==> config.mk <==
export PLATFORM = sky130hd
export DESIGN_NAME = micro_core
export DESIGN_NICKNAME = d
export VERILOG_FILES = /design/src/rtl/micro_core_pkg.sv /design/src/rtl/micro_core_decoder.sv /design/src/rtl/micro_core_alu.sv /design/src/rtl/micro_core_regbank.sv /design/src/rtl/micro_core_dmem.sv /design/src/rtl/micro_core.sv
export SDC_FILE = /design/constraint.sdc
export NUM_CORES = 1
export LEC_CHECK = 0
export ABC_AREA = 1
export BUFFER_PORTS_ARGS = -buffer_cell sky130_fd_sc_hd__buf_4
export CORE_MARGIN = 3
export CORE_UTILIZATION = 43
export DETAILED_ROUTE_END_ITERATION = 12
export GPL_ROUTABILITY_DRIVEN = 0
export PLACE_DENSITY = 0.62
export SLEW_MARGIN = 10
export SYNTH_ARGS = -nofsm -noshare
export SYNTH_HDL_FRONTEND = slang
export SYNTH_HIERARCHICAL = 1
export SYNTH_SLANG_ARGS = --single-unit
==> constraint.sdc <==
create_clock -name clk -period 13.75 [get_ports clk]
set_input_delay 0.6875 -clock clk [delete_from_list [all_inputs] [get_ports clk]]
set_output_delay 0.6875 -clock clk [all_outputs]
set_load 0.01 [all_outputs]
==> src/rtl/micro_core_pkg.sv <==
// Package: shared widths, field positions and code values for micro_core.
// Assumes the data width equals the instruction-address width (PC in bank).
package micro_core_pkg;

    localparam int DATA_W    = 8;
    localparam int DADDR_W   = 5;
    localparam int RIDX_W    = 3;
    localparam int OPC_W     = 3;
    localparam int FN_W      = 3;
    localparam int IMM_W     = 8;
    localparam int INSTR_W   = OPC_W + FN_W + 3 * RIDX_W + 1 + IMM_W;

    // Field base positions derived from the widths above.
    localparam int IMM_LSB   = 0;
    localparam int DST_LSB   = IMM_W + 1;
    localparam int Y_LSB     = DST_LSB + RIDX_W;
    localparam int X_LSB     = Y_LSB + RIDX_W;
    localparam int FN_LSB    = X_LSB + RIDX_W;
    localparam int OPC_LSB   = FN_LSB + FN_W;

    typedef enum logic [OPC_W-1:0] {
        OPC_NOP     = 3'd0,
        OPC_COMPUTE = 3'd1,
        OPC_BRANCH  = 3'd2,
        OPC_JUMP    = 3'd3,
        OPC_LOAD    = 3'd4,
        OPC_STORE   = 3'd5
    } opcode_e;

    typedef enum logic [FN_W-1:0] {
        FN_ADD   = 3'd0,
        FN_SUB   = 3'd1,
        FN_INC   = 3'd2,
        FN_PASS  = 3'd3,
        FN_CMPGT = 3'd4
    } alu_fn_e;

    localparam logic [RIDX_W-1:0] RIDX_ZERO = 3'd0;
    localparam logic [RIDX_W-1:0] RIDX_PC   = 3'd1;

    // Decoded control bundle, one per cycle.
    typedef struct packed {
        logic [RIDX_W-1:0]  x_idx;
        logic [RIDX_W-1:0]  y_idx;
        logic [RIDX_W-1:0]  dst_idx;
        logic [FN_W-1:0]    fn;
        logic [RIDX_W-1:0]  ld_dst;
        logic [DADDR_W-1:0] rd_addr;
        logic               wr_en;
        logic [DADDR_W-1:0] wr_addr;
        logic               jmp_en;
        logic [IMM_W-1:0]   offset;
    } ctrl_t;

endpackage

==> src/rtl/micro_core_decoder.sv <==
// Module: micro_core_decoder
// Turns one instruction word into a control bundle. Every field an
// instruction does not use is left at its default (Zero operands, Zero
// destination, pass function, no write, no jump). Purely combinational.
module micro_core_decoder
    import micro_core_pkg::*;
(
    input  logic [INSTR_W-1:0] instr,
    output ctrl_t              ctrl
);

    logic [OPC_W-1:0]   opc;
    logic [FN_W-1:0]    fn_f;
    logic [RIDX_W-1:0]  x_f;
    logic [RIDX_W-1:0]  y_f;
    logic [RIDX_W-1:0]  d_f;
    logic [IMM_W-1:0]   imm_f;
    logic               pad_unused;

    assign opc        = instr[OPC_LSB +: OPC_W];
    assign fn_f       = instr[FN_LSB  +: FN_W];
    assign x_f        = instr[X_LSB   +: RIDX_W];
    assign y_f        = instr[Y_LSB   +: RIDX_W];
    assign d_f        = instr[DST_LSB +: RIDX_W];
    assign imm_f      = instr[IMM_LSB +: IMM_W];
    assign pad_unused = instr[IMM_W];

    // Field defaults first, then the per-opcode overrides.
    always_comb begin
        ctrl         = '0;
        ctrl.fn      = FN_PASS;
        case (opc)
            OPC_COMPUTE: begin
                ctrl.x_idx   = x_f;
                ctrl.y_idx   = y_f;
                ctrl.dst_idx = d_f;
                ctrl.fn      = fn_f;
            end
            OPC_BRANCH: begin
                ctrl.x_idx  = x_f;
                ctrl.jmp_en = 1'b1;
                ctrl.offset = imm_f;
            end
            OPC_JUMP: begin
                ctrl.fn     = FN_INC;
                ctrl.jmp_en = 1'b1;
                ctrl.offset = imm_f;
            end
            OPC_LOAD: begin
                ctrl.ld_dst  = d_f;
                ctrl.rd_addr = imm_f[DADDR_W-1:0];
            end
            OPC_STORE: begin
                ctrl.x_idx   = x_f;
                ctrl.wr_en   = 1'b1;
                ctrl.wr_addr = imm_f[DADDR_W-1:0];
            end
            default: begin
                ctrl.fn = FN_PASS;
            end
        endcase
    end

endmodule

==> src/rtl/micro_core_alu.sv <==
// Module: micro_core_alu
// Five-function signed ALU; codes outside the defined set pass x through.
// Add and subtract wrap at the data width. Combinational.
module micro_core_alu
    import micro_core_pkg::*;
#(
    parameter int W = DATA_W
) (
    input  logic [FN_W-1:0]     fn,
    input  logic signed [W-1:0] x,
    input  logic signed [W-1:0] y,
    output logic signed [W-1:0] res
);

    localparam logic signed [W-1:0] ONE = W'(1);

    // Select the result of the requested function.
    always_comb begin
        case (fn)
            FN_ADD:   res = x + y;
            FN_SUB:   res = x - y;
            FN_INC:   res = x + ONE;
            FN_CMPGT: res = (x > y) ? ONE : '0;
            default:  res = x;
        endcase
    end

endmodule

==> src/rtl/micro_core_regbank.sv <==
// Module: micro_core_regbank
// Register bank with the PC at index 1. Holds the load destination for one
// cycle so that synchronous memory data lands in the right register.
// Per-register write priority: load data < ALU result < next PC; index 0
// is constant zero. Indices at or above NREGS read as zero.
module micro_core_regbank
    import micro_core_pkg::*;
#(
    parameter int W     = DATA_W,
    parameter int NREGS = 7
) (
    input  logic              clk,
    input  logic              rst_n,
    input  logic [RIDX_W-1:0] x_idx,
    input  logic [RIDX_W-1:0] y_idx,
    output logic [W-1:0]      x_val,
    output logic [W-1:0]      y_val,
    output logic [W-1:0]      pc_val,
    input  logic [RIDX_W-1:0] alu_dst,
    input  logic [W-1:0]      alu_val,
    input  logic [W-1:0]      next_pc,
    input  logic [RIDX_W-1:0] ld_dst,
    input  logic [W-1:0]      ld_data
);

    logic [W-1:0]      bank [NREGS];
    logic [RIDX_W-1:0] ld_dst_q;

    // Carry the load destination across the memory's read latency.
    always_ff @(posedge clk) begin
        if (!rst_n) ld_dst_q <= RIDX_ZERO;
        else        ld_dst_q <= ld_dst;
    end

    genvar gi;
    generate
        for (gi = 0; gi < NREGS; gi++) begin : g_reg
            if (gi == 0) begin : g_zero
                assign bank[gi] = '0;
            end else if (gi == int'(RIDX_PC)) begin : g_pc
                // PC always takes the computed next address.
                always_ff @(posedge clk) begin
                    if (!rst_n) bank[gi] <= '0;
                    else        bank[gi] <= next_pc;
                end
            end else begin : g_gpr
                // ALU result wins over returning load data.
                always_ff @(posedge clk) begin
                    if (!rst_n)
                        bank[gi] <= '0;
                    else if (alu_dst == RIDX_W'(gi))
                        bank[gi] <= alu_val;
                    else if (ld_dst_q == RIDX_W'(gi))
                        bank[gi] <= ld_data;
                end
            end
        end
    endgenerate

    // Operand read ports with zero for unmapped indices.
    always_comb begin
        x_val = '0;
        y_val = '0;
        for (int i = 0; i < NREGS; i++) begin
            if (x_idx == RIDX_W'(i)) x_val = bank[i];
            if (y_idx == RIDX_W'(i)) y_val = bank[i];
        end
    end

    assign pc_val = bank[RIDX_PC];

endmodule

==> src/rtl/micro_core_dmem.sv <==
// Module: micro_core_dmem
// Data memory with one write port and a registered read port (data one
// cycle after the address). Old data is returned on a same-cycle read and
// write to one address. All words clear during reset.
module micro_core_dmem
    import micro_core_pkg::*;
#(
    parameter int W     = DATA_W,
    parameter int DEPTH = 32,
    localparam int AW   = $clog2(DEPTH)
) (
    input  logic          clk,
    input  logic          rst_n,
    input  logic [AW-1:0] raddr,
    output logic [W-1:0]  rdata,
    input  logic          we,
    input  logic [AW-1:0] waddr,
    input  logic [W-1:0]  wdata
);

    logic [W-1:0] mem [DEPTH];

    // Storage update and registered read.
    always_ff @(posedge clk) begin
        if (!rst_n) begin
            for (int i = 0; i < DEPTH; i++) mem[i] <= '0;
            rdata <= '0;
        end else begin
            if (we) mem[waddr] <= wdata;
            rdata <= mem[raddr];
        end
    end

endmodule

==> src/rtl/micro_core.sv <==
// Module: micro_core (top)
// Single-cycle processor: fetch from an external combinational instruction
// store at the PC, decode, ALU, next-PC, bank update, internal data memory.
// Assumes software separates a load from the first reader of its register.
module micro_core
    import micro_core_pkg::*;
#(
    parameter int W      = DATA_W,
    parameter int NREGS  = 7,
    parameter int DDEPTH = 32,
    localparam int DAW   = $clog2(DDEPTH)
) (
    input  logic               clk,
    input  logic               rst_n,
    output logic [W-1:0]       imem_addr,
    input  logic [INSTR_W-1:0] imem_data,
    output logic [DAW-1:0]     mem_raddr,
    output logic [W-1:0]       mem_rdata,
    output logic               mem_we,
    output logic [DAW-1:0]     mem_waddr,
    output logic [W-1:0]       mem_wdata
);

    localparam logic [W-1:0] PC_STEP = W'(1);

    ctrl_t        ctrl;
    logic [W-1:0] x_val;
    logic [W-1:0] y_val;
    logic [W-1:0] pc_val;
    logic [W-1:0] alu_res;
    logic [W-1:0] next_pc;
    logic         take_jump;

    micro_core_decoder u_dec (
        .instr (imem_data),
        .ctrl  (ctrl)
    );

    micro_core_regbank #(.W(W), .NREGS(NREGS)) u_bank (
        .clk     (clk),
        .rst_n   (rst_n),
        .x_idx   (ctrl.x_idx),
        .y_idx   (ctrl.y_idx),
        .x_val   (x_val),
        .y_val   (y_val),
        .pc_val  (pc_val),
        .alu_dst (ctrl.dst_idx),
        .alu_val (alu_res),
        .next_pc (next_pc),
        .ld_dst  (ctrl.ld_dst),
        .ld_data (mem_rdata)
    );

    micro_core_alu #(.W(W)) u_alu (
        .fn  (ctrl.fn),
        .x   (x_val),
        .y   (y_val),
        .res (alu_res)
    );

    // Relative redirect when a jump-class instruction sees a nonzero ALU result.
    always_comb begin
        take_jump = ctrl.jmp_en && (alu_res != '0);
        next_pc   = pc_val + (take_jump ? W'(ctrl.offset) : PC_STEP);
    end

    micro_core_dmem #(.W(W), .DEPTH(DDEPTH)) u_dmem (
        .clk   (clk),
        .rst_n (rst_n),
        .raddr (mem_raddr),
        .rdata (mem_rdata),
        .we    (mem_we),
        .waddr (mem_waddr),
        .wdata (mem_wdata)
    );

    assign imem_addr = pc_val;
    assign mem_raddr = ctrl.rd_addr[DAW-1:0];
    assign mem_we    = ctrl.wr_en;
    assign mem_waddr = ctrl.wr_addr[DAW-1:0];
    assign mem_wdata = alu_res;

endmodule

Word-level counts from Yosys, hierarchy flattened
Memory sizes are Yosys's and may differ from the RTL's. A register that Yosys moved wholly into a read port is not among the register bits.
Cells that the tools add are included.
{ "op_classes": {"n_mux": 38, "add_sub_neg": 4, "n_eq_ne": 30, "reduce_logical": 13, "n_lt_le_gt_ge": 1} }
{ "ops": {"columns": ["cell", "n"], "rows": [
  ["$mux W8", 24],
  ["$eq A3 B3 Y1 const B", 15],
  ["$eq A3 B2 Y1 const B", 11],
  ["$pmux W8 S4", 1],
  ["$add A8 B8 Y8", 2],
  ["$eq A3 B1 Y1 const B", 4],
  ["$mux W6", 2],
  ["$mux W5", 2],
  ["$reduce_bool A2 Y1", 5],
  ["$mux W9", 1],
  ["$add A8 B2 Y8 const B", 1],
  ["$gt A8 B8 Y1", 1],
  ["$reduce_bool A8 Y1", 1],
  ["$reduce_or A8 Y1", 1],
  ["$sub A8 B8 Y8", 1],
  ["$mux W1", 6],
  ["$pmux W3 S2", 1],
  ["$logic_not A3 Y1", 1],
  ["$mux W3", 1],
  ["$reduce_or A3 Y1", 1],
  ["$reduce_and A2 Y1", 1],
  ["$reduce_or A2 Y1", 1],
  ["$logic_and A1 B1 Y1", 1],
  ["$logic_not A1 Y1", 1]
]} }
{ "word_totals": {"word_cells": 94, "input_bits": 26, "ram_bits": 256, "ff_bits": 51, "memories": 1} }
{ "mem_list": {"columns": ["memory", "depth", "word_bits", "read_ports", "rd_ports_with_merged_regs", "wr", "line", "source"], "rows": [
  ["u_dmem.mem", 32, 8, 1, 1, 32, "micro_core_dmem.sv:21", "logic [W-1:0] mem [DEPTH];"]
]} }

Longest topological paths before layout
Gate-level depths: netlist of the first run.
{ "logic_depth": {"ltp_word": 17, "depth_mapped": 37, "mapped_depth_nobuf": 37} }

Hierarchy
The synthesis of the first run kept the hierarchy.
{ "modules_own_cells": {"columns": ["module", "instances", "area_each_um2", "cells_each"], "rows": [
  ["micro_core_dmem", 1, 11981.5, 1253],
  ["micro_core_regbank", 1, 3290.7, 536],
  ["micro_core_alu", 1, 964.7, 183],
  ["micro_core", 1, 439.2, 81],
  ["micro_core_decoder", 1, 266.5, 63]
]} }

Least setup slack after synthesis of the first run
OpenSTA, ideal clock, no wires.
{ "synth_timing": {"path_kind": "input port to flip-flop", "start": "input imem_data[22]", "end": "register u_bank.bank (netlist bit u_bank/pc_val[6])", "path_stages": 34, "path_buffers": 0, "arrival_ns": 4.883, "slack_ns": 8.810, "setup_ns": 0.057, "t_required_ns": 13.693, "path_cell_list": "inv_1 -> nand3_4 -> nor2_1 -> inv_1 -> nor2_1 -> o21ai_0 -> o22ai_1 -> inv_1 -> nand2_1 -> ha_1 -> inv_1 -> fa_1 -> nand3_1 -> nand2_1 -> or2_2 -> nand3_1 -> nand2_1 -> inv_1 -> o21ai_1 -> inv_1 -> nand2_1 -> nor2_1 -> nand2_1 -> nand2_2 -> or2_1 -> ha_1 -> inv_1 -> fa_1 -> o21ai_2 -> nand2_1 -> nand2_1 -> xor2_1 -> nand2_1 -> inv_1"} }
{ "synth_lines": {"columns": ["element", "line", "source"], "rows": [
  ["start: declaration", "micro_core.sv:16", "input logic [INSTR_W-1:0] imem_data,"],
  ["end signal: indexed assignment", "micro_core_regbank.sv:44", "else bank[gi] <= next_pc;"],
  ["end: declaration", "micro_core_regbank.sv:26", "logic [W-1:0] bank [NREGS];"]
]} }

==> qor.txt, run 1 <==
PWR
------------------------------------------------------------------------------------------------------
Final Power .............................................................................      2137 µW
Worst-case vdd ir drop ..................................................................   0.09245 mV
Power per Cell Area ..................................................................... 113.9 nW/µm²
Leakage power ...........................................................................  0.007543 µW

CELLS AND AREA
------------------------------------------------------------------------------------------------------
Area growth from synthesis to layout ....................................................       10.77%
Highest-count cells in the layout ignoring fill and taps ................................ sky130_fd_sc_hd__nand2_1, sky130_fd_sc_hd__nor2_1, sky130_fd_sc_hd__nand3_1
Most common library cell in the layout ignoring fill and taps ........................... sky130_fd_sc_hd__nand2_1
Fillers .................................................................................         3699
Count of inserted antenna diode cells ...................................................            0
Cell Count, Final, Fillers Out ..........................................................         2671
Nets ....................................................................................         2179
Layout cell share with drive strength beyond 1 ..........................................      0.09336

ROUTE
------------------------------------------------------------------------------------------------------
Total number of vias ....................................................................       14.45k
Average via count per standard cell .....................................................        5.409
Number of nets with antenna violations after routing ....................................            0
Number of design rule violations left after detail routing ..............................            0
Wire length reported by the detailed router .............................................     48.36 mm
Detail-routed net length per standard cell ..............................................     18.11 µm
DRC marker count from the first detailed-route iteration ................................         1431
First drt pass iteration count ..........................................................            6

GRT
------------------------------------------------------------------------------------------------------
Global-route wire length before repair ..................................................     74.84 mm
Overflow after GRT ......................................................................            0
Maximum number of pins on one net before global-route repair ............................           81
Via count of the first global-routing pass ..............................................       13.42k
Overall Global Routing Usage ............................................................       0.2293
Antenna violations before repair ........................................................            0

STA
------------------------------------------------------------------------------------------------------
Final setup violating endpoints .........................................................            0
Worst clock skew ........................................................................   0.02736 ns
Sum of negative setup slack .............................................................         0 ns
Relative slew slack .....................................................................       0.2046
Fmax ....................................................................................    168.1 MHz
Final worst path period share ...........................................................       0.4326
Least-Margin Pin Slew ...................................................................     1.192 ns
Clock period minus final worst setup slack ..............................................     5.949 ns
RSZ-0062 raised after global routing ....................................................           no
Endpoints failing hold ..................................................................            0
Final Max Tran Viols ....................................................................            0

CLOCK TREE
------------------------------------------------------------------------------------------------------
Clock tree from TritonCTS ...............................................................          yes
Buffer depth of the longest clock path ..................................................            3
Number of buffers inserted during clock tree synthesis ..................................           35
H-tree levels ...........................................................................            2
Count of hold buffers inserted by post-cts repair .......................................            0
Master cell of the clock root buffer .................................................... sky130_fd_sc_hd__clkbuf_16
Sinks on the clock net ..................................................................          315
Clock transition at the register clock pins on the worst setup and hold paths after CTS .      0.06 ns
Post-CTS resize count ...................................................................            0
Source-to-sink clock delay at the later pin of the worst-skew pair ......................      0.53 ns
Number of buffers inserted by post-CTS setup repair .....................................            0

HOLD PATH
------------------------------------------------------------------------------------------------------
Hold/Removal Path Class ................................................................. flop to flop
Hold path start ......................................................................... u_bank/bank[20]
Number of cells traversed by the worst hold path ........................................            2
Worst Hold Endpoint ..................................................................... u_bank/bank[20]

SETUP PATH
------------------------------------------------------------------------------------------------------
Startpoint of the most critical register-to-register path ............................... u_bank/bank[0]
Worst Setup End Kind ....................................................................         flop
Critical path's slowest cell ............................................................ sky130_fd_sc_hd__nor2_1
Classification of the worst setup path .................................................. input pin to flop
Worst path max stage delay ..............................................................      0.72 ns
Arrival @ worst endpoint ................................................................      6.41 ns
Slack of the worst reg-to-reg path ......................................................      9.17 ns
Crit-path max FO ........................................................................           16
Worst reg2reg path endpoint ............................................................. u_bank/pc_val[6]
Worst Path Required .....................................................................     14.22 ns
Most prevalent standard cell on the critical path ....................................... sky130_fd_sc_hd__nand2_1
CP Launch Type ..........................................................................    input pin
Depth of the worst register-to-register path ............................................           23

FLOORPLANNING
------------------------------------------------------------------------------------------------------
IO Count ................................................................................           61
Die Outline Area ........................................................................    41820 µm²
Die X-Extent ............................................................................     204.5 µm
Starting density of the core ............................................................       0.4364
Height of the die .......................................................................     204.5 µm
Core Region .............................................................................    38830 µm²
Placement row count .....................................................................           72

PLACEMENT
------------------------------------------------------------------------------------------------------
Detailed placer's ending HPWL ...........................................................     31.81 mm
Total of buffers placed on input and output ports .......................................           59
Post-placement cell count ...............................................................         2609

SYNTH
------------------------------------------------------------------------------------------------------
Number of synthesis warnings ............................................................            6
Mean cell area of the mapped netlist ....................................................    8.007 µm²
Ranking of synthesized cells by area .................................................... sky130_fd_sc_hd__edfxtp_1, sky130_fd_sc_hd__nand2_1, sky130_fd_sc_hd__nor2_1
Number of nets in the synthesized netlist ...............................................         2167
Flops & latches, synth ..................................................................          315
Share of flip-flops with an asynchronous set or reset ...................................            0
Synth unique cells ......................................................................           40
Portion of synthesized cell area occupied by the leading cell type ......................       0.4537
Number of standard cells after synthesis ................................................         2116
Netlist area before placement ...........................................................    16940 µm²
Largest area contributor in the synthesized netlist ..................................... sky130_fd_sc_hd__edfxtp_1
Seq/Total Area, Yosys ...................................................................       0.5234
Post-synth EDFFs ........................................................................          256
Dominant synthesized flop cell .......................................................... sky130_fd_sc_hd__edfxtp_1

FLOW RUN
------------------------------------------------------------------------------------------------------
Max-cap check violation count ...........................................................            0

RUN STATUS
------------------------------------------------------------------------------------------------------
Result of the run ....................................................................... finished, final reports clean

-- cells by family (layout without fill, tap and decap cells) --
logic type      after synthesis  in the layout  synth area share
compound gates              128            128           0.04047
xor+xnor                      7              7          0.003619
fa+ha+maj                    25             25           0.01979
buf+inv                     279            316           0.06728
flops                       315            315            0.5234
simple gates               1362           1362            0.3454
-- layout make-up --
cell class,instances,area [µm²],share of cell area
Clock buffer,49,938.4,0.05000
Clock inverter,13,113.9,0.006067
Inverter,176,661.9,0.03527
Multi-Input combinational cell,1522,6952,0.3704
Sequential cell,315,8869,0.4725
Tap cell,518,648.1,0.03453
Timing Repair Buffer,78,585.6,0.03120
-- routing by layer --
metal	track usage	up-vias	share of wire
li1	-	6976	-
met1	0.3159	6799	0.43
met2	0.3718	564	0.46
met3	0.03226	108	0.078
met4	0.08208	0	0.033
met5	0	-	0
-- worst max-delay path: cells and delay by family --
kind / cells / cell delay, ns
buf+inv: 8 / 0.97
compound gates: 2 / 0.46
xor+xnor: 1 / 0.14
fa+ha+maj: 3 / 1.02
simple gates: 20 / 3.11
-- Yosys cell counts (all sizes together), types with 22 or more instances --
library cell  count
nor2            399
nand3           279
dfxtp            59
o21ai            40
inv             174
clkbuf           53
nand4            30
nand2           621
nor3             22
a21oi            68
ha               22
edfxtp          256
buf              50
-- where the power goes --
part	switching, µW	internal, µW	leakage, µW
Combinational	143	52.0	0.00391
Clock	372	499	0.000508
Sequential	13.2	1060	0.00312
Total	528	1610	0.00754
-- through the flow --
stage	hold slack, ns	util	area, µm²	setup slack, ns
after floorplan	0.4437	-	16940	8.810
after global placement	0.4586	0.4563	17720	7.547
after detailed placement	0.4608	0.4563	17720	7.447
after CTS	0.4693	0.4834	18770	7.960
after global routing	0.4889	0.4834	18770	7.344
final	0.4663	0.4834	18770	7.801
-- worst max path at each step --
stage / start / endpoint / slack [ns]
global route: imem_data[22] / u_bank/pc_val[7] / 7.34
finish: imem_data[22] / u_bank/pc_val[6] / 7.80
floorplan: imem_data[22] / u_bank/pc_val[6] / 8.81
global placement: imem_data[22] / u_bank/pc_val[6] / 7.55
CTS: imem_data[22] / u_bank/pc_val[6] / 7.96
detailed placement: imem_data[22] / u_bank/pc_val[6] / 7.45
-- flip-flops by register name, indices dropped and copies added, names as in the netlist --
| name | flops |
|---|---|
| u_dmem/mem | 256 |
| u_bank/bank | 40 |
| u_bank/pc_val | 8 |
| u_dmem/rdata | 8 |
| u_bank/ld_dst_q | 3 |
No activity file was read; power rests on OpenSTA's default activity.
==> inputs of run 2 (changes only) <==
- clock period: 13.75 -> 6.15 ns (I/O delays scaled with it)
==> qor.txt, run 2 (synthesis gave the netlist of run 1 again) <==
ROUTE
------------------------------------------------------------------------------------------------------
Total number of vias ....................................................................       14.61k
Number of design rule violations left after detail routing ..............................            0
Detail-routed net length per standard cell ..............................................     18.28 µm
Number of nets with antenna violations after routing ....................................            0
First drt pass iteration count ..........................................................            6
Average via count per standard cell .....................................................        5.452
DRC marker count from the first detailed-route iteration ................................         1610
Wire length reported by the detailed router .............................................     48.96 mm

PLACEMENT
------------------------------------------------------------------------------------------------------
Setup slack at placement ................................................................    0.6859 ns
Detailed placer's ending HPWL ...........................................................     33.10 mm
Total of buffers placed on input and output ports .......................................           59

STA
------------------------------------------------------------------------------------------------------
Final setup violating endpoints .........................................................            0
Fmax ....................................................................................    197.9 MHz
Final worst setup slack .................................................................     1.098 ns
Final Max Tran Viols ....................................................................            0
Endpoints failing hold ..................................................................            0
Final worst path period share ...........................................................       0.8215
Least-Margin Pin Slew ...................................................................     1.210 ns
Worst clock skew ........................................................................   0.02719 ns
Clock period minus final worst setup slack ..............................................     5.052 ns
Sum of negative setup slack .............................................................         0 ns
Relative slew slack .....................................................................       0.1928
RSZ-0062 raised after global routing ....................................................           no

SETUP PATH
------------------------------------------------------------------------------------------------------
Worst path max stage delay ..............................................................      0.42 ns
Family with the most delay on the worst path ............................................ simple AND/OR/NAND/NOR gates
Arrival @ worst endpoint ................................................................      5.52 ns
CP Launch Type ..........................................................................    input pin
Classification of the worst setup path .................................................. input pin to flop
Critical path's slowest cell ............................................................ sky130_fd_sc_hd__fa_1
Worst path bufs/invs ....................................................................            8
Most prevalent standard cell on the critical path ....................................... sky130_fd_sc_hd__nand2_1
Worst Setup End Kind ....................................................................         flop
Worst Path Required .....................................................................      6.62 ns
Crit-path max FO ........................................................................            8

FLOORPLANNING
------------------------------------------------------------------------------------------------------
Core Region .............................................................................    38830 µm²
Placement row count .....................................................................           72
Die X-Extent ............................................................................     204.5 µm
IO Count ................................................................................           61
Height of the die .......................................................................     204.5 µm
Starting density of the core ............................................................       0.4364
Die Outline Area ........................................................................    41820 µm²

CLOCK TREE
------------------------------------------------------------------------------------------------------
Clock tree from TritonCTS ...............................................................          yes
Master cell of the clock root buffer .................................................... sky130_fd_sc_hd__clkbuf_16
Count of hold buffers inserted by post-cts repair .......................................            0
Number of buffers inserted during clock tree synthesis ..................................           35
Post-CTS resize count ...................................................................            0
Clock transition at the register clock pins on the worst setup and hold paths after CTS .      0.06 ns
Buffer depth of the longest clock path ..................................................            3
Sinks on the clock net ..................................................................          315
Source-to-sink clock delay at the later pin of the worst-skew pair ......................      0.54 ns
H-tree levels ...........................................................................            2
Number of buffers inserted by post-CTS setup repair .....................................            0

GRT
------------------------------------------------------------------------------------------------------
Maximum number of pins on one net before global-route repair ............................           81
Overflow after GRT ......................................................................            0
Antenna violations before repair ........................................................            0
Via count of the first global-routing pass ..............................................       13.35k
Overall Global Routing Usage ............................................................       0.2312
Global-route wire length before repair ..................................................     75.56 mm

HOLD PATH
------------------------------------------------------------------------------------------------------
Hold/Removal Path Class ................................................................. input pin to flop

CELLS AND AREA
------------------------------------------------------------------------------------------------------
Fillers .................................................................................         3767
Area of all sequential standard cells ...................................................     8869 µm²
Area growth from synthesis to layout ....................................................       11.38%
Max FFs per register ....................................................................          256
Final core utilization ..................................................................       0.4860
Combined area of the multi-input logic cells ............................................     6952 µm²
Count of inserted antenna diode cells ...................................................            0
Layout cell share with drive strength beyond 1 ..........................................      0.09810
Largest registers ....................................................................... u_dmem/mem (256), u_bank/bank (40)
Highest-count cells in the layout ignoring fill and taps ................................ sky130_fd_sc_hd__nand2_1, sky130_fd_sc_hd__nor2_1, sky130_fd_sc_hd__nand3_1
Most common library cell in the layout ignoring fill and taps ........................... sky130_fd_sc_hd__nand2_1
Largest register by flop count ..........................................................   u_dmem/mem
Nets ....................................................................................         2187

RUN STATUS
------------------------------------------------------------------------------------------------------
Result of the run ....................................................................... finished, final reports clean

PWR
------------------------------------------------------------------------------------------------------
Power per Cell Area ..................................................................... 257.3 nW/µm²
Leakage power ...........................................................................  0.007605 µW
Worst-case vdd ir drop ..................................................................    0.2280 mV

FLOW RUN
------------------------------------------------------------------------------------------------------
Max-cap check violation count ...........................................................            0

[run 2: changes by cell type in the layout (fill, tap and decap cells not counted), sizes merged]
cell    previous run  this run
inv              174       173
bufinv             1         2
buf               78        86
clkinv            13        16
clkbuf            49        46
[run 2: tightest hold or removal path: cells and delay by family]
kind | cells | cell delay [ns]
buffers and inverters | 3 | 0.17
AND/OR/NAND/NOR | 2 | 0.15
[run 2: stage by stage]
step	cells	hold WS (ns)	cell area, µm²	total power [µW]
detailed placement	2617	0.4575	17780	2879
finish	2679	0.1425	18870	4855
global route	2679	0.1844	18870	5025
floorplan	2116	0.4051	16940	2713
global placement	2617	0.4574	17780	2871
CTS	2679	0.1263	18870	4886
[run 2: cell type report]
type | count | area share
Clock buffer | 46 | 0.05019
Timing Repair Buffer | 86 | 0.03421
Inverter | 176 | 0.03507
Clock inverter | 16 | 0.007824
Tap cell | 518 | 0.03435
Sequential cell | 315 | 0.4700
Multi-Input combinational cell | 1522 | 0.3684
[run 2: worst paths after layout]
check / start / slack (ns) / end / depth (start not counted)
worst max-delay path: imem_data[22] / 1.10 / u_bank/pc_val[6] / 34
worst min-delay path: imem_data[10] / 0.14 / u_bank/ld_dst_q[1] / 5
worst max register to register: u_bank/pc_val[0] / 1.80 / u_bank/pc_val[6] / 25
worst min register to register: u_bank/bank[14] / 0.47 / u_bank/bank[14] / 2
[run 2: power by group]
group	internal, µW	switching [µW]
Clock	1170	842
Sequential	2370	30.5
Combinational	119	324
[run 2: metal layers]
metal | vias to the layer above | wire length, µm | global-route usage
met5 | - | 0 | 0
met1 | 6860 | 21170 | 0.3312
met3 | 117 | 4051 | 0.03432
met2 | 655 | 22180 | 0.3634
met4 | 0 | 1572 | 0.07373
li1 | 6974 | - | -
==> inputs of run 3 (changes only) <==
- clock period: 6.15 -> 4.9 ns (I/O delays scaled with it)
==> qor.txt, run 3 (synthesis gave the netlist of run 1 again) <==
CLOCK TREE
------------------------------------------------------------------------------------------------------
Master cell of the clock root buffer .................................................... sky130_fd_sc_hd__clkbuf_16
Clock transition at the register clock pins on the worst setup and hold paths after CTS .      0.06 ns
Clock tree from TritonCTS ...............................................................          yes
Buffer depth of the longest clock path ..................................................            3
H-tree levels ...........................................................................            2
Count of hold buffers inserted by post-cts repair .......................................            0
Post-CTS resize count ...................................................................            0
Source-to-sink clock delay at the later pin of the worst-skew pair ......................      0.53 ns
Sinks on the clock net ..................................................................          315
Number of buffers inserted by post-CTS setup repair .....................................            0
Number of buffers inserted during clock tree synthesis ..................................           35

STA
------------------------------------------------------------------------------------------------------
Endpoints failing hold ..................................................................            0
Relative slew slack .....................................................................       0.1814
Least-Margin Pin Slew ...................................................................     1.223 ns
Sum of negative setup slack .............................................................         0 ns
Clock period minus final worst setup slack ..............................................     4.354 ns
RSZ-0062 raised after global routing ....................................................           no
Final-layout worst hold slack ...........................................................   0.09913 ns
Fmax ....................................................................................    229.6 MHz
Worst clock skew ........................................................................   0.03005 ns
Final setup violating endpoints .........................................................            0
Final Max Tran Viols ....................................................................            0
Final worst path period share ...........................................................       0.8887

FLOORPLANNING
------------------------------------------------------------------------------------------------------
Core Region .............................................................................    38830 µm²
Die X-Extent ............................................................................     204.5 µm
Height of the die .......................................................................     204.5 µm
Die Outline Area ........................................................................    41820 µm²
Placement row count .....................................................................           72
Starting density of the core ............................................................       0.4364
IO Count ................................................................................           61

GRT
------------------------------------------------------------------------------------------------------
Via count of the first global-routing pass ..............................................       13.85k
Maximum number of pins on one net before global-route repair ............................          130
Global-route wire length before repair ..................................................     76.76 mm
Overflow after GRT ......................................................................            0
Antenna violations before repair ........................................................            0
Overall Global Routing Usage ............................................................       0.2349

PWR
------------------------------------------------------------------------------------------------------
Portion of total power attributed to combinational logic ................................        0.093
Worst-case vdd ir drop ..................................................................    0.2743 mV
Power Internal ..........................................................................      4584 µW
Psw .....................................................................................      1503 µW
Power per Cell Area ..................................................................... 319.3 nW/µm²
Switching power as a share of total power ...............................................       0.2470
Leakage power ...........................................................................  0.007736 µW
Sequential Power Share ..................................................................        0.494
Part of the power in the clock network ..................................................        0.412

SETUP PATH
------------------------------------------------------------------------------------------------------
Worst path max stage delay ..............................................................      0.47 ns
Worst Setup End Kind ....................................................................         flop
Worst Path Required .....................................................................      5.36 ns
Worst reg2reg path endpoint ............................................................. u_bank/pc_val[6]
Depth of the worst register-to-register path ............................................           25
CP Launch Type ..........................................................................    input pin
Startpoint of the most critical register-to-register path ............................... u_bank/pc_val[0]
Most prevalent standard cell on the critical path ....................................... sky130_fd_sc_hd__nand2_1
Family with the most delay on the worst path ............................................ simple AND/OR/NAND/NOR gates
Origin of the worst setup path .......................................................... imem_data[22]
Slack of the worst reg-to-reg path ......................................................      0.73 ns
Classification of the worst setup path .................................................. input pin to flop
Arrival @ worst endpoint ................................................................      4.82 ns
Crit-path max FO ........................................................................            7
Critical path's slowest cell ............................................................ sky130_fd_sc_hd__fa_1
Worst path bufs/invs ....................................................................            9

CELLS AND AREA
------------------------------------------------------------------------------------------------------
Nets ....................................................................................         2213
Area growth from synthesis to layout ....................................................       12.54%
Post-route design area ..................................................................    19070 µm²
Count of inserted antenna diode cells ...................................................            0
Largest register by flop count ..........................................................   u_dmem/mem
Most common library cell in the layout ignoring fill and taps ........................... sky130_fd_sc_hd__nand2_1
Highest-count cells in the layout ignoring fill and taps ................................ sky130_fd_sc_hd__nand2_1, sky130_fd_sc_hd__nor2_1, sky130_fd_sc_hd__nand3_1
Final core utilization ..................................................................       0.4911
Layout cell share with drive strength beyond 1 ..........................................       0.1088
Max FFs per register ....................................................................          256
Largest registers ....................................................................... u_dmem/mem (256), u_bank/bank (40)

ROUTE
------------------------------------------------------------------------------------------------------
First drt pass iteration count ..........................................................            5
DRC marker count from the first detailed-route iteration ................................         1545
Wire length reported by the detailed router .............................................     49.91 mm
Total number of vias ....................................................................       14.87k
Detail-routed net length per standard cell ..............................................     18.45 µm
Average via count per standard cell .....................................................        5.497
Number of design rule violations left after detail routing ..............................            0
Number of nets with antenna violations after routing ....................................            0

PLACEMENT
------------------------------------------------------------------------------------------------------
Detailed placer's ending HPWL ...........................................................     32.90 mm
Post-placement cell area ................................................................    17980 µm²
Total of buffers placed on input and output ports .......................................           59

RUN STATUS
------------------------------------------------------------------------------------------------------
Result of the run ....................................................................... finished, final reports clean

FLOW RUN
------------------------------------------------------------------------------------------------------
Max-cap check violation count ...........................................................            0

HOLD PATH
------------------------------------------------------------------------------------------------------
Hold path start ......................................................................... imem_data[11]
Worst Hold Endpoint ..................................................................... u_bank/ld_dst_q[2]
Number of cells traversed by the worst hold path ........................................            5
Hold/Removal Path Class ................................................................. input pin to flop

## run 3: cell types whose count changed in the layout (fill, tap and decap cells not counted), sizes merged
cell,delta
buf,+26
clkinvlp,-1
inv,-1
clkbuf,-3
clkinv,+5
## run 3: worst reg2reg max path: cells and delay by family (launching register included)
kind	cells	cell delay, ns
AND/OR/NAND/NOR	10	1.19
buffers and inverters	4	0.26
flip-flops	1	0.36
AO/OA/AOI/OAI	5	0.75
XOR/XNOR	2	0.33
adder cells (fa/ha/maj)	4	1.23
## run 3: how the worst max path moves through the flow
stage	endpoint	slack [ns]	depth (start not counted)
CTS	u_bank/pc_val[6]	0.61	34
finish	u_bank/pc_val[6]	0.55	34
global route	u_bank/pc_val[6]	0.03	34
floorplan	u_bank/pc_val[6]	0.40	34
detailed placement	u_bank/pc_val[6]	0.09	34
global placement	u_bank/pc_val[6]	0.20	34
## run 3: per-layer routing
metal | up-vias | share of wire | global-route usage | wire length [µm]
met4 | 0 | 0.031 | 0.07545 | 1540
met2 | 667 | 0.47 | 0.3848 | 23430
met1 | 7062 | 0.42 | 0.3236 | 20900
li1 | 7025 | - | - | -
met3 | 115 | 0.081 | 0.03369 | 4046
met5 | - | 0 | 0 | 0
## run 3: final cells by class
class	instances	area [µm²]
sequential	315	8869
clock inverter	19	156.4
clock buffer	43	927.1
timing repair buffer	112	853.3
inverter	176	661.9
multi-input combinational	1522	6952
fill	3723	19760
tap	518	648.1
## run 3: stage by stage
stage,total power [µW],instances,setup WS (ns)
floorplan,3405,2116,0.4020
global placement,3617,2643,0.1972
detailed placement,3626,2643,0.08566
CTS,6125,2705,0.6099
global route,6305,2705,0.02889
finish,6087,2705,0.5455
## run 3: power by group through the flow
| stage | combinational (µW) | clock (µW) | sequential [µW] |
|---|---|---|---|
| global placement | 553 | 0 | 3060 |
| global route | 623 | 2670 | 3020 |
| detailed placement | 560 | 0 | 3070 |
| CTS | 562 | 2550 | 3010 |
| finish | 569 | 2510 | 3010 |
| floorplan | 356 | 0 | 3050 |
